**src/rtl/burst_clk_pkg.sv**
```systemverilog
package burst_clk_pkg;

  // Value of the steering bit that routes a pulse to each phase
  typedef enum logic {
    PH_ONE = 1'b0,
    PH_TWO = 1'b1
  } phase_e;

  // Counter width: pulse field, one steering bit, burst index field
  function automatic int cnt_width(input int pw_bits, input int per_phase);
    return pw_bits + 1 + $clog2(per_phase);
  endfunction

endpackage

```
**src/rtl/bc_prescaler.sv**
```systemverilog
module bc_prescaler #(
  parameter int PRESCALE = 1
) (
  input  logic clk,
  input  logic rst,
  input  logic clr,
  output logic tick
);
  localparam int PSW = $clog2(PRESCALE > 1 ? PRESCALE : 2);
  localparam logic [PSW-1:0] LAST = PSW'(PRESCALE - 1);

  logic [PSW-1:0] pre_q;

  assign tick = (pre_q == LAST);

  always_ff @(posedge clk) begin
    if (rst || clr || tick) pre_q <= '0;
    else                    pre_q <= pre_q + 1'b1;
  end

  // the divider never runs past its last state
  p_pre_range_r8: assert property (@(posedge clk) disable iff (rst)
    (pre_q == LAST) |=> (pre_q == '0));

endmodule

```
**src/rtl/bc_seq_counter.sv**
```systemverilog
module bc_seq_counter #(
  parameter int CW = 7
) (
  input  logic          clk,
  input  logic          rst,
  input  logic          tick,
  input  logic          start,
  output logic [CW-1:0] cnt,
  output logic          done,
  output logic          restart
);
  localparam logic [CW-1:0] TERM    = '1;
  localparam logic [CW-1:0] TERM_M1 = TERM - 1'b1;

  logic [CW-1:0] cnt_q;
  logic          done_q;

  assign restart = start && done_q;
  assign cnt     = cnt_q;
  assign done    = done_q;

  always_ff @(posedge clk) begin
    if (rst || restart) begin
      cnt_q  <= '0;
      done_q <= 1'b0;
    end else if (tick && !done_q) begin
      cnt_q <= cnt_q + 1'b1;
      if (cnt_q == TERM_M1) done_q <= 1'b1;
    end
  end

  // done holds until a restart
  p_done_sticky_r5: assert property (@(posedge clk) disable iff (rst)
    (done_q && !start) |=> done_q);

  // the count stays frozen at terminal value
  p_frozen_r4: assert property (@(posedge clk) disable iff (rst)
    (done_q && !start) |=> (cnt_q == TERM));

  // a start during a running burst does not clear the count
  p_start_ignored_r6: assert property (@(posedge clk) disable iff (rst)
    (start && !done_q && cnt_q != '0) |=> (cnt_q != '0));

endmodule

```
**src/rtl/bc_phase_decode.sv**
```systemverilog
module bc_phase_decode
  import burst_clk_pkg::*;
#(
  parameter int PW_BITS = 3,
  parameter int CW      = 7
) (
  input  logic          clk,
  input  logic          rst,
  input  logic [CW-1:0] cnt,
  output logic [1:0]    phi
);
  logic   slot_zero;
  phase_e sel;

  assign slot_zero = (cnt[PW_BITS-1:0] == '0);
  assign sel       = phase_e'(cnt[PW_BITS]);

  // One registered decoder per phase
  for (genvar g = 0; g < 2; g++) begin : g_phase
    logic phi_q;
    always_ff @(posedge clk) begin
      if (rst) phi_q <= 1'b0;
      else     phi_q <= slot_zero && (sel == phase_e'(g));
    end
    assign phi[g] = phi_q;
  end

  // phases never overlap
  p_no_overlap_r3: assert property (@(posedge clk) disable iff (rst)
    !(phi[0] && phi[1]));

endmodule

```
**src/rtl/burst_clk_gen.sv**
```systemverilog
module burst_clk_gen
  import burst_clk_pkg::*;
#(
  parameter int PW_BITS          = 3,
  parameter int PULSES_PER_PHASE = 8,
  parameter int PRESCALE         = 1
) (
  input  logic clk,
  input  logic rst,
  input  logic start,
  output logic phi1,
  output logic phi2,
  output logic done
);
  localparam int CW = cnt_width(PW_BITS, PULSES_PER_PHASE);

  logic          tick;
  logic          restart;
  logic [CW-1:0] cnt;
  logic [1:0]    phi;

  bc_prescaler #(.PRESCALE(PRESCALE)) u_pre (
    .clk  (clk),
    .rst  (rst),
    .clr  (restart),
    .tick (tick)
  );

  bc_seq_counter #(.CW(CW)) u_cnt (
    .clk     (clk),
    .rst     (rst),
    .tick    (tick),
    .start   (start),
    .cnt     (cnt),
    .done    (done),
    .restart (restart)
  );

  bc_phase_decode #(.PW_BITS(PW_BITS), .CW(CW)) u_dec (
    .clk (clk),
    .rst (rst),
    .cnt (cnt),
    .phi (phi)
  );

  assign phi1 = phi[0];
  assign phi2 = phi[1];

  // no pulse once done has settled
  p_quiet_done_r5: assert property (@(posedge clk) disable iff (rst)
    ($past(done) && done) |-> (!phi1 && !phi2));

  // a reset cycle leaves every output low
  p_reset_low_r7: assert property (@(posedge clk)
    $past(rst) |-> (!phi1 && !phi2 && !done));

endmodule

```
**config.mk**
```make
export PLATFORM = sky130hd
export DESIGN_NAME = burst_clk_gen
export DESIGN_NICKNAME = d
export VERILOG_FILES = /design/src/rtl/burst_clk_pkg.sv /design/src/rtl/bc_prescaler.sv /design/src/rtl/bc_seq_counter.sv /design/src/rtl/bc_phase_decode.sv /design/src/rtl/burst_clk_gen.sv
export SDC_FILE = /design/constraint.sdc
export NUM_CORES = 1
export LEC_CHECK = 0
export ABC_AREA = 1
export CORE_AREA = 2 2 39 41
export DETAILED_ROUTE_END_ITERATION = 8
export DIE_AREA = 0 0 41 43
export PLACE_DENSITY_LB_ADDON = 0.3
export SLEW_MARGIN = 20
export SYNTH_ARGS = -nofsm -noshare
export SYNTH_HDL_FRONTEND = slang
export SYNTH_HIERARCHICAL = 1
export SYNTH_SLANG_ARGS = --single-unit
```
**constraint.sdc**
```tcl
create_clock -name clk -period 1.29 [get_ports clk]
set_input_delay 0.129 -clock clk [delete_from_list [all_inputs] [get_ports clk]]
set_output_delay 0.129 -clock clk [all_outputs]
set_load 0.02 [all_outputs]
```
Yosys cells after proc, flatten, opt, wreduce, memory -nomap -nowiden --
Index checks and enable logic that the tools add are counted.
Word-level totals: bits in latches 0, output and inout port bits 3, logic and storage cells 19, memories 0, bits of input ports 3, register bits after elaboration 11, bits in writable memories 0, bits in read-only memories 0
Operators by class: reductions and logical operators 9, bitwise operators 2, $mul 0, div/mod/pow operators 0, equality and inequality tests 1, shift-type cells 0, multiplexer cells 0, add/sub/neg operators 2, magnitude comparators 0
Operator list (count):
- adder 7 x 1 -> 7 bit, second input constant | 1
- == test 7 bit, second input constant | 1
- logical AND 1 bit | 4
- zero test 3 bit | 1
- logical OR 1 bit | 2
- inverter 1 bit | 2
- AND reduction 2 bit | 1
- adder 1 bit, second input constant | 1
- zero test 1 bit | 1

Longest topological paths before layout --
Gate-level depths: netlist of the first run.
depth in word-level cells 3, gate-level depth with buffers 6, depth with buffers taken out 6

By module --
Netlist of the first run, hierarchy kept.
Modules (own cells, without submodules):
- bc_seq_counter | area an instance 419.2 µm², instances 1, cells an instance 58, sequential area each 160.2 µm²
- bc_phase_decode | area an instance 88.8 µm², instances 1, cells an instance 13, sequential area each 40.0 µm²
- bc_prescaler | area an instance 27.5 µm², instances 1, cells an instance 3, sequential area each 20.0 µm²

Worst setup path before layout of the first run --
OpenSTA, ideal clock, no wires.
path type flip-flop to flip-flop, from register u_cnt.cnt_q[1], in the netlist u_cnt/cnt[1], to register u_cnt.cnt_q[6], in the netlist u_cnt/cnt[6], cell stages (with the launch flop) 7, setup slack 0.285 ns, path buffers 0, clock period less this slack 1.005 ns, required time 1.175 ns, library setup time 0.115 ns, arrival time 0.890 ns, cells stage by stage dfxtp_1 ha_1 inv_1 nor2_1 nand3_1 nand2_1 nor2_1
On the way: longest elaborated chain between the ends 1
RTL lines:
- start: declaration | line bc_seq_counter.sv:15 | logic [CW-1:0] cnt_q;
- start signal: assignment | line bc_seq_counter.sv:27 | cnt_q <= cnt_q + 1'b1;
- adder 7 x 1 -> 7 bit | line bc_seq_counter.sv:27
Every way passes these cells. A chain may end at the register's enable or synchronous reset.

Final worst setup path of the first run --
from register u_cnt.done_q, in the netlist u_cnt/done, to output done
RTL lines:
- start: declaration | line bc_seq_counter.sv:16 | logic done_q;
- start signal: assignment | line bc_seq_counter.sv:25 | done_q <= 1'b0;
- start signal: assignment | line bc_seq_counter.sv:28 | if (cnt_q == TERM_M1) done_q <= 1'b1;
- end: declaration | line burst_clk_gen.sv:13 | output logic done
No word-level cell between the ends.

==> results of run 1 <==
==> worst register-to-register path, delay by kind of cell, from the launching register on <==
kind | cells | cell delay [ps]
buffers and inverters | 1 | 60
and+or+nand+nor | 4 | 350
DFF | 1 | 370
adders and majority gates | 1 | 160
==> registers in the layout (all words and copies together) (netlist names) <==
signal               count
u_cnt/done               1
u_pre/pre_q              1
u_cnt/cnt                7
u_dec/g_phase.phi_q      2
==> final timing paths <==
path | slack, ps | start | cells past startpoint | end
max | 190 | u_cnt/done | 1 | done
min | 500 | u_cnt/done | 2 | u_cnt/done
max reg2reg | 220 | u_cnt/cnt[0] | 6 | u_cnt/cnt[6]
min reg2reg | 500 | u_cnt/done | 2 | u_cnt/done
==> area by class of cell <==
type,count,area [um^2],area share
Tap cell,16,20.02,0.03226
Inverter,11,41.29,0.06653
Clock buffer,4,26.28,0.04234
Multi-Input combinational cell,50,259.0,0.4173
Timing Repair Buffer,6,53.80,0.08669
Sequential cell,11,220.2,0.3548
==> synthesized netlist by cell type, drive strengths merged <==
| master | number |
|---|---|
| o21bai | 1 |
| nor2 | 16 |
| dfxtp | 11 |
| inv | 11 |
| o21ai | 2 |
| buf | 2 |
| ha | 2 |
| nand3 | 5 |
| conb | 1 |
| a21oi | 6 |
| nand2 | 17 |
==> power groups by stage <==
stage	Sequential (mW)	Clock (mW)	Combinational (mW)
floorplan	0.366	0	0.0444
global placement	0.365	0	0.0668
detailed placement	0.365	0	0.0670
CTS	0.357	0.245	0.0654
global route	0.358	0.264	0.0751
finish	0.357	0.232	0.0648
==> metal layers <==
metal / part of all wire / wire (um)
met5: 0 / 0
met4: 0 / 0
met3: 0.065 / 55
met2: 0.45 / 379
met1: 0.49 / 413
==> kinds of logic after synthesis <==
kind of cell,after synthesis
flip-flops,11
adder cells (fa/ha/maj),2
buffers and inverters,13
AO/OA/AOI/OAI,9
other,1
AND/OR/NAND/NOR,38
==> per-stage QoR <==
stage	power (mW)	setup WS, ps	utilization
2_1_floorplan	0.4102	285.3	-
3_3_place_gp	0.4323	192.4	0.4322
3_5_place_dp	0.4323	195.4	0.4322
4_1_cts	0.6675	176.8	0.4485
5_1_grt	0.6978	80.43	0.4485
6_report	0.6537	194.7	0.4485
==> results.md, run 1 <==
### Cells and area
* post-synthesis to final-layout area growth: 15.89%
* leading cell types in the layout, fill and taps excluded: 15 x nand2_1, 14 x nor2_1, 11 x dfxtp_1, 10 x inv_1, 5 x a21oi_1
* Final nets: 88
* Antenna Diode Count: 0
* share of post-route cells with drive strength above 1: 0.1341
* number of filler instances in the final layout: 157
* Finished Layout Cells: 98
* most common cell after layout, fill and taps aside: nand2_1
* post-route design area: 620.6 um^2

### STA
* count of final setup violators: 0
* highest achievable clock rate: 913.0 MHz
* setup repair after global routing missed its margin: no
* Final Critical Period: 1095 ps
* worst-case hold slack: 501.8 ps
* summed negative setup slack over all endpoints: 0 ps
* worst setup skew after layout: 5.066 ps
* period utilization: 0.8491
* final max-slew violation count: 0
* Final Hold Viols: 0

### Yosys
* post-synthesis cell count: 74
* fraction of synthesized cell area taken by the top area cell type: 0.4112
* main area contributors after synthesis: dfxtp_1 41%, nand2_1 11%, nor2_1 9.8%, inv_1 7.0%, a21oi_1 4.7%
* Seq/Total Area, Yosys: 0.4112
* synthesized netlist net count: 79
* fraction of synthesized area in multiplexers: 0
* number of warning messages in the yosys log: 6
* library cells used by synthesis: 17
* complex-gate fraction of the synthesized area: 0.09579
* XOR/XNOR share of the synthesized area: 0
* top cell type by total area after synthesis: dfxtp_1
* Post-Synth Simple-Gate Area: 0.3341
* main combinational cell family by area after synthesis: simple AND/OR/NAND/NOR gates
* mapped cell area: 535.5 um^2
* adder and majority cell fraction of the synthesized area: 0.04673
* post-synthesis area per instance: 7.237 um^2
* count of state elements after synthesis: 11

### Global routing
* wire length of the first global-routing pass: 1518 um
* number of global-route vias before repair: 364
* overall fraction of global-route tracks in use: 0.1333
* met2 track demand over resource in global routing: 0.1781
* met3 Usage GRT: 0.09424
* number of antenna violations at the first check in global routing: 0
* busiest metal layer after global routing: met2
* total grt overflow: 0
* global routing met1 resource utilization: 0.1672
* pin count of the biggest net entering global routing: 8

### CTS
* clock tree root driver cell: clkbuf_4
* clock latency on the worst-skew pair: 270 ps
* # hold bufs at CTS: 0
* Inserted Clock Buffers: 3
* number of setup buffers added after CTS: 0
* CTS H-Tree Depth: 1
* clock tree from TritonCTS: built
* clk buf depth: 2
* clock-pin slew on the worst setup and hold paths: 70 ps
* TritonCTS Sinks: 11
* quantity of gates resized following cts: 3

### Worst setup path
* largest incremental delay on the critical path: 360 ps
* CP bufs+invs: 1
* arrival time of the worst setup path: 970 ps
* library cell contributing the largest single delay on the critical path: dfxtp_1
* ordered cell list for the critical path: dlygate4sd2_1
* category of the most critical setup path: flop to output port
* data required time at the worst endpoint: 1160 ps
* Crit path max-delay family: flip-flops
* critical path startpoint category: flop
* sort of element at the end of the critical path: output port
* CP Max Fanout: 3

### Worst hold path
* type of the tightest min-delay check: flop to flop

### Power and ir drop
* switching power share of the total: 0.2389
* static leakage: 0.2768 nW
* portion of total power attributed to the clock network: 0.355
* cell-internal power: 497.6 uW
* sequential power share: 0.546
* combinational power share: 0.099
* Worst VDD drop: 0.0004790 V
* net switching component of the power: 156.2 uW
* Pwr Density: 1053 mW/mm^2

### Run status
* result of the run: completed

### Placement
* last weighted congestion value of the routability-driven placer: 0.7739
* placed insts: 94
* DP HPWL: 633.9 um
* number of I/O port buffers: 5
* cell area after placement: 598.1 um^2

### Route
* drt drc: 0
* overall routed net length: 848 um
* average routed wire per standard cell: 8.653 um
* Antenna Violating Nets Remaining: 0
* number of vias per cell after detailed routing: 4.510
* number of violations reported at the end of detailed-routing iteration 0: 1
* drt pass-1 iters: 2
* number of vias after detailed routing: 442

### Floorplan
* number of placement rows: 14
* starting density of the core: 0.3870
* floorplan die height: 43 um
* total I/O pin count: 6
* die area: 0.001763 mm^2
* core area: 0.001384 mm^2
* Die Span X: 41 um

### Run
* max_cap viols: 0

Power figures use the tool's default switching activity.
==> inputs of run 2 (changes only) <==
==> constraint.sdc (replaced) <==
create_clock -name clk -period 0.9 [get_ports clk]
set_input_delay 0.09 -clock clk [delete_from_list [all_inputs] [get_ports clk]]
set_output_delay 0.09 -clock clk [all_outputs]
set_load 0.02 [all_outputs]
==> run 2 against run 1 <==
The flow now finishes with violations (setup timing). Largest power group unchanged. Critical path depth up 5. Largest cell class unchanged. Die area did not move. Clock-buffer cell count is the same. Combinational power up 88%. Clock power grew 48%. Setup slack got worse by 220 ps. Hold slack improved by 6.8 ps. Design area increased by 15%. Cell count is 4.1% higher.
==> results.md, run 2 (synthesis gave the netlist of run 1 again) <==
### Power and ir drop
* net switching component of the power: 255.3 uW
* switching power share of the total: 0.2594
* combinational power share: 0.124
* static leakage: 0.2913 nW
* total power after layout: 984.0 uW
* Pwr Density: 1382 mW/mm^2
* portion of total power attributed to the clock network: 0.349
* Worst VDD drop: 0.0007704 V
* cell-internal power: 728.8 uW
* sequential power share: 0.527

### Global routing
* wire length of the first global-routing pass: 1580 um
* overall fraction of global-route tracks in use: 0.1410
* pin count of the biggest net entering global routing: 8
* number of global-route vias before repair: 398
* total grt overflow: 0
* number of antenna violations at the first check in global routing: 0

### Floorplan
* total I/O pin count: 6
* core area: 0.001384 mm^2
* floorplan die height: 43 um
* starting density of the core: 0.3870
* number of placement rows: 14
* die area: 0.001763 mm^2
* Die Span X: 41 um

### Route
* drt drc: 0
* Antenna Violating Nets Remaining: 0
* number of violations reported at the end of detailed-routing iteration 0: 10
* overall routed net length: 1011 um
* drt pass-1 iters: 4
* average routed wire per standard cell: 9.912 um
* number of vias after detailed routing: 460
* number of vias per cell after detailed routing: 4.510

### Worst hold path
* type of the tightest min-delay check: flop to flop

### Cells and area
* flip-flop and latch area: 231.5 um^2
* Antenna Diode Count: 0
* Final nets: 92
* total area of multi-input combinational cells: 311.5 um^2
* post-synthesis to final-layout area growth: 32.94%
* number of flip-flops in the largest register: 7
* number of filler instances in the final layout: 132
* leading cell types in the layout, fill and taps excluded: 13 x nand2_1, 9 x nor2_1, 6 x dfxtp_1
* Finished Layout Cells: 102
* most common cell after layout, fill and taps aside: nand2_1
* share of post-route cells with drive strength above 1: 0.4302

### STA
* count of final setup violators: 6
* final max-slew violation count: 0
* Final Critical Period: 927.5 ps
* final worst-path setup slack: -27.50 ps
* Final Hold Viols: 0
* period utilization: 1.031
* setup repair after global routing missed its margin: yes
* highest achievable clock rate: 1078 MHz
* worst setup skew after layout: 5.262 ps

### Placement
* placed insts: 97
* DP HPWL: 679 um
* last weighted congestion value of the routability-driven placer: 0.7872
* number of I/O port buffers: 5

### Worst setup path
* sort of element at the end of the critical path: flop
* CP bufs+invs: 1
* category of the most critical setup path: flop to flop
* arrival time of the worst setup path: 1100 ps
* Crit path max-delay family: simple AND/OR/NAND/NOR gates
* largest incremental delay on the critical path: 340 ps
* critical path startpoint category: flop
* library cell contributing the largest single delay on the critical path: dfxtp_2
* data required time at the worst endpoint: 1070 ps
* CP Max Fanout: 7
* ordered cell list for the critical path: inv_2 > nand2_4 > nor2_4 > nand3_1 > nand2_1 > nor2_1

### CTS
* # hold bufs at CTS: 0
* clock-pin slew on the worst setup and hold paths: 70 ps
* Inserted Clock Buffers: 3
* CTS H-Tree Depth: 1
* TritonCTS Sinks: 11
* clk buf depth: 2
* clock latency on the worst-skew pair: 270 ps
* clock tree root driver cell: clkbuf_4
* clock tree from TritonCTS: built

### Run status
* result of the run: finished, violations left
* failing checks: setup timing

### Run
* max_cap viols: 0

-- run 2: area by class of cell --
class / instances / area share
multi-input combinational: 50 / 0.4376
timing repair buffer: 10 / 0.1107
tap: 16 / 0.02812
clock buffer: 4 / 0.03691
sequential: 11 / 0.3251
inverter: 11 / 0.06151
-- run 2: path summary, 6_finish.rpt --
path	from	to	slack, ps	cells past startpoint
worst max-delay path	u_cnt/done	u_cnt/cnt[6]	-30	6
worst min-delay path	u_cnt/cnt[5]	u_cnt/cnt[5]	510	2
worst min register to register	u_cnt/cnt[5]	u_cnt/cnt[5]	510	2
worst max register to register	u_cnt/done	u_cnt/cnt[6]	-30	6
-- run 2: metal layers --
layer  GRT usage  up-vias  share of wire
met4     0.08000        0          0.034
met3     0.07853        5          0.049
li1            -      253              -
met5           0        -              0
met1      0.1331      194           0.43
met2      0.2250        8           0.48
-- run 2: what timing repair did --
action                     CTS  global route
buffers inserted             0             1
gates resized for setup     21            17
setup endpoints to repair   10             9
pin swaps                    5             7
gates cloned                 0             0
-- run 2: tightest hold or removal path, delay by kind of cell, from the launching register on --
| kind | cells | cell delay [ps] |
|---|---|---|
| AND/OR/NAND/NOR | 1 | 80 |
| AO/OA/AOI/OAI | 1 | 50 |
| flip-flops | 1 | 350 |
-- run 2: per-stage QoR --
step	utilization	cell area (um^2)	TNS, ps	setup slack (ps)	hold WS, ps
floorplan	-	541.8	-13.32	-9.394	243.6
global placement	0.4530	626.9	-1105	-148.0	483.6
detailed placement	0.4530	626.9	-1226	-168.3	489.3
CTS	0.4810	665.6	-162.5	-31.49	498.2
global route	0.5145	711.9	-573.3	-97.21	540.0
finish	0.5145	711.9	-101.0	-27.50	508.6
-- run 2: power groups by stage --
stage	Combinational [mW]	Clock [mW]	Sequential, mW
CTS	0.106	0.352	0.520
detailed placement	0.103	0	0.526
global placement	0.102	0	0.526
finish	0.122	0.343	0.519
global route	0.133	0.388	0.522
floorplan	0.0646	0	0.526
==> inputs of run 3 (changes only) <==
==> constraint.sdc (replaced) <==
create_clock -name clk -period 0.8 [get_ports clk]
set_input_delay 0.08 -clock clk [delete_from_list [all_inputs] [get_ports clk]]
set_output_delay 0.08 -clock clk [all_outputs]
set_load 0.02 [all_outputs]
==> run 3 against run 2 <==
The run still ends with setup timing left. Clock skew decreased by 0.77 ps. Via count decreased by 2.4%. Critical path depth unchanged. Largest cell class unchanged. Largest power group unchanged.
==> results.md, run 3 (synthesis gave the netlist of run 1 again) <==
### Floorplan
* floorplan die height: 43 um
* number of placement rows: 14
* starting density of the core: 0.3870
* die area: 0.001763 mm^2
* total I/O pin count: 6
* Die Span X: 41 um
* core area: 0.001384 mm^2

### Worst setup path
* ordered cell list for the critical path: ha_4 > inv_4 > nor2_4 > nand3_1 > nand2_1 > nor2_1
* sort of element at the end of the critical path: flop
* arrival time of the worst setup path: 1120 ps
* category of the most critical setup path: flop to flop
* worst setup path endpoint: u_cnt/cnt[6]
* startpoint of the worst-slack reg-to-reg timing path: u_cnt/cnt[1]
* CP Max Fanout: 6
* critical path startpoint category: flop
* largest incremental delay on the critical path: 400 ps
* data required time at the worst endpoint: 970 ps
* endpoint of the worst-slack reg-to-reg timing path: u_cnt/cnt[6]
* Reg2Reg Depth: 6
* Worst Setup SP: u_cnt/cnt[1]
* slack of the worst reg-to-reg path: -150 ps
* library cell contributing the largest single delay on the critical path: dfxtp_4

### STA
* Final Critical Period: 951.6 ps
* setup repair after global routing missed its margin: yes
* highest achievable clock rate: 1051 MHz
* Final Hold Viols: 0
* period utilization: 1.190
* final worst-path setup slack: -151.6 ps
* final max-slew violation count: 0
* worst setup skew after layout: 4.490 ps
* count of final setup violators: 9

### Power and ir drop
* total power after layout: 1.104 mW
* static leakage: 0.2974 nW
* Worst VDD drop: 0.0008995 V
* Pwr Density: 1485 mW/mm^2

### Global routing
* overall fraction of global-route tracks in use: 0.1566
* number of antenna violations at the first check in global routing: 0
* wire length of the first global-routing pass: 1704 um
* total grt overflow: 0
* number of global-route vias before repair: 429
* pin count of the biggest net entering global routing: 8

### Route
* number of violations reported at the end of detailed-routing iteration 0: 7
* overall routed net length: 1021 um
* drt pass-1 iters: 4
* average routed wire per standard cell: 10.01 um
* Antenna Violating Nets Remaining: 0
* drt drc: 0
* number of vias per cell after detailed routing: 4.402
* number of vias after detailed routing: 449

### Cells and area
* most common cell after layout, fill and taps aside: nand2_1
* Antenna Diode Count: 0
* Final Util: 0.5371
* Final nets: 92
* leading cell types in the layout, fill and taps excluded: 14 x nand2_1, 10 x nor2_1, 6 x nor2_4
* number of filler instances in the final layout: 139
* post-synthesis to final-layout area growth: 38.78%
* Finished Layout Cells: 102
* number of flip-flops in the largest register: 7
* share of post-route cells with drive strength above 1: 0.4651

### Run status
* failing checks: setup timing
* result of the run: finished, violations left

### CTS
* clock-pin slew on the worst setup and hold paths: 80 ps
* Inserted Clock Buffers: 3
* clock tree root driver cell: clkbuf_4
* # hold bufs at CTS: 0
* clk buf depth: 2
* TritonCTS Sinks: 11
* CTS H-Tree Depth: 1
* clock tree from TritonCTS: built
* clock latency on the worst-skew pair: 280 ps

### Placement
* placed insts: 97
* number of I/O port buffers: 5
* DP HPWL: 714.3 um
* last weighted congestion value of the routability-driven placer: 0.7629

### Run
* max_cap viols: 0

### Worst hold path
* type of the tightest min-delay check: flop to flop

## run 3: what timing repair did
item,in CTS,in global routing
pin swaps,6,3
endpoints found under the setup margin,11,11
setup buffers,0,1
resized for setup,25,6
endpoints found under the hold margin,0,0
## run 3: worst min path at each step
stage	depth (start not counted)	slack (ps)	endpoint	start
after floorplan	3	230	u_cnt/done	rst
after global placement	2	480	u_cnt/done	u_cnt/done
after detailed placement	2	480	u_cnt/done	u_cnt/done
after CTS	4	520	u_dec/g_phase[1].phi_q	rst
after global routing	4	530	u_dec/g_phase[1].phi_q	rst
final	2	520	u_cnt/done	u_cnt/done
## run 3: metal layers
layer  track usage  vias up  wire length, um  share of wire
met4        0.1400        0               38          0.037
met1        0.1672      192              454           0.44
li1              -      247                -              -
met2        0.2219        6              493           0.48
met5             0        -                0              0
met3       0.06283        4               34          0.033
## run 3: cell type report
| type | count | area, um^2 | share of cell area |
|---|---|---|---|
| Multi-Input combinational cell | 50 | 319.1 | 0.4293 |
| Clock buffer | 3 | 22.52 | 0.03030 |
| Clock inverter | 1 | 5.005 | 0.006734 |
| Tap cell | 16 | 20.02 | 0.02694 |
| Sequential cell | 11 | 236.5 | 0.3182 |
| Timing Repair Buffer | 10 | 91.34 | 0.1229 |
| Inverter | 11 | 48.80 | 0.06566 |
## run 3: through the flow
stage          TNS, ps  area (um^2)  hold WS, ps  setup WS [ps]
4_1_cts          -1013        716.9        518.4         -140.5
3_5_place_dp     -2464        664.4        484.7         -260.0
3_3_place_gp     -2260        664.4        481.5         -227.8
2_1_floorplan   -412.4        579.3        225.4         -75.00
5_1_grt          -1511        743.2        531.4         -209.0
6_report        -922.7        743.2        516.8         -151.6
## run 3: critical path: cells and delay by family (launching register included)
| kind | cells | cell delay, ps |
|---|---|---|
| adders and majority gates | 1 | 140 |
| and+or+nand+nor | 4 | 260 |
| DFF | 1 | 400 |
| buffers and inverters | 1 | 50 |
## run 3: power by group
| group | total (mW) | internal [mW] | switching (mW) | leakage, nW |
|---|---|---|---|---|
| registers | 0.585 | 0.563 | 0.0221 | 0.0936 |
| clock network | 0.392 | 0.185 | 0.207 | 0.0177 |
| logic | 0.127 | 0.0562 | 0.0705 | 0.186 |
| total | 1.10 | 0.805 | 0.299 | 0.297 |
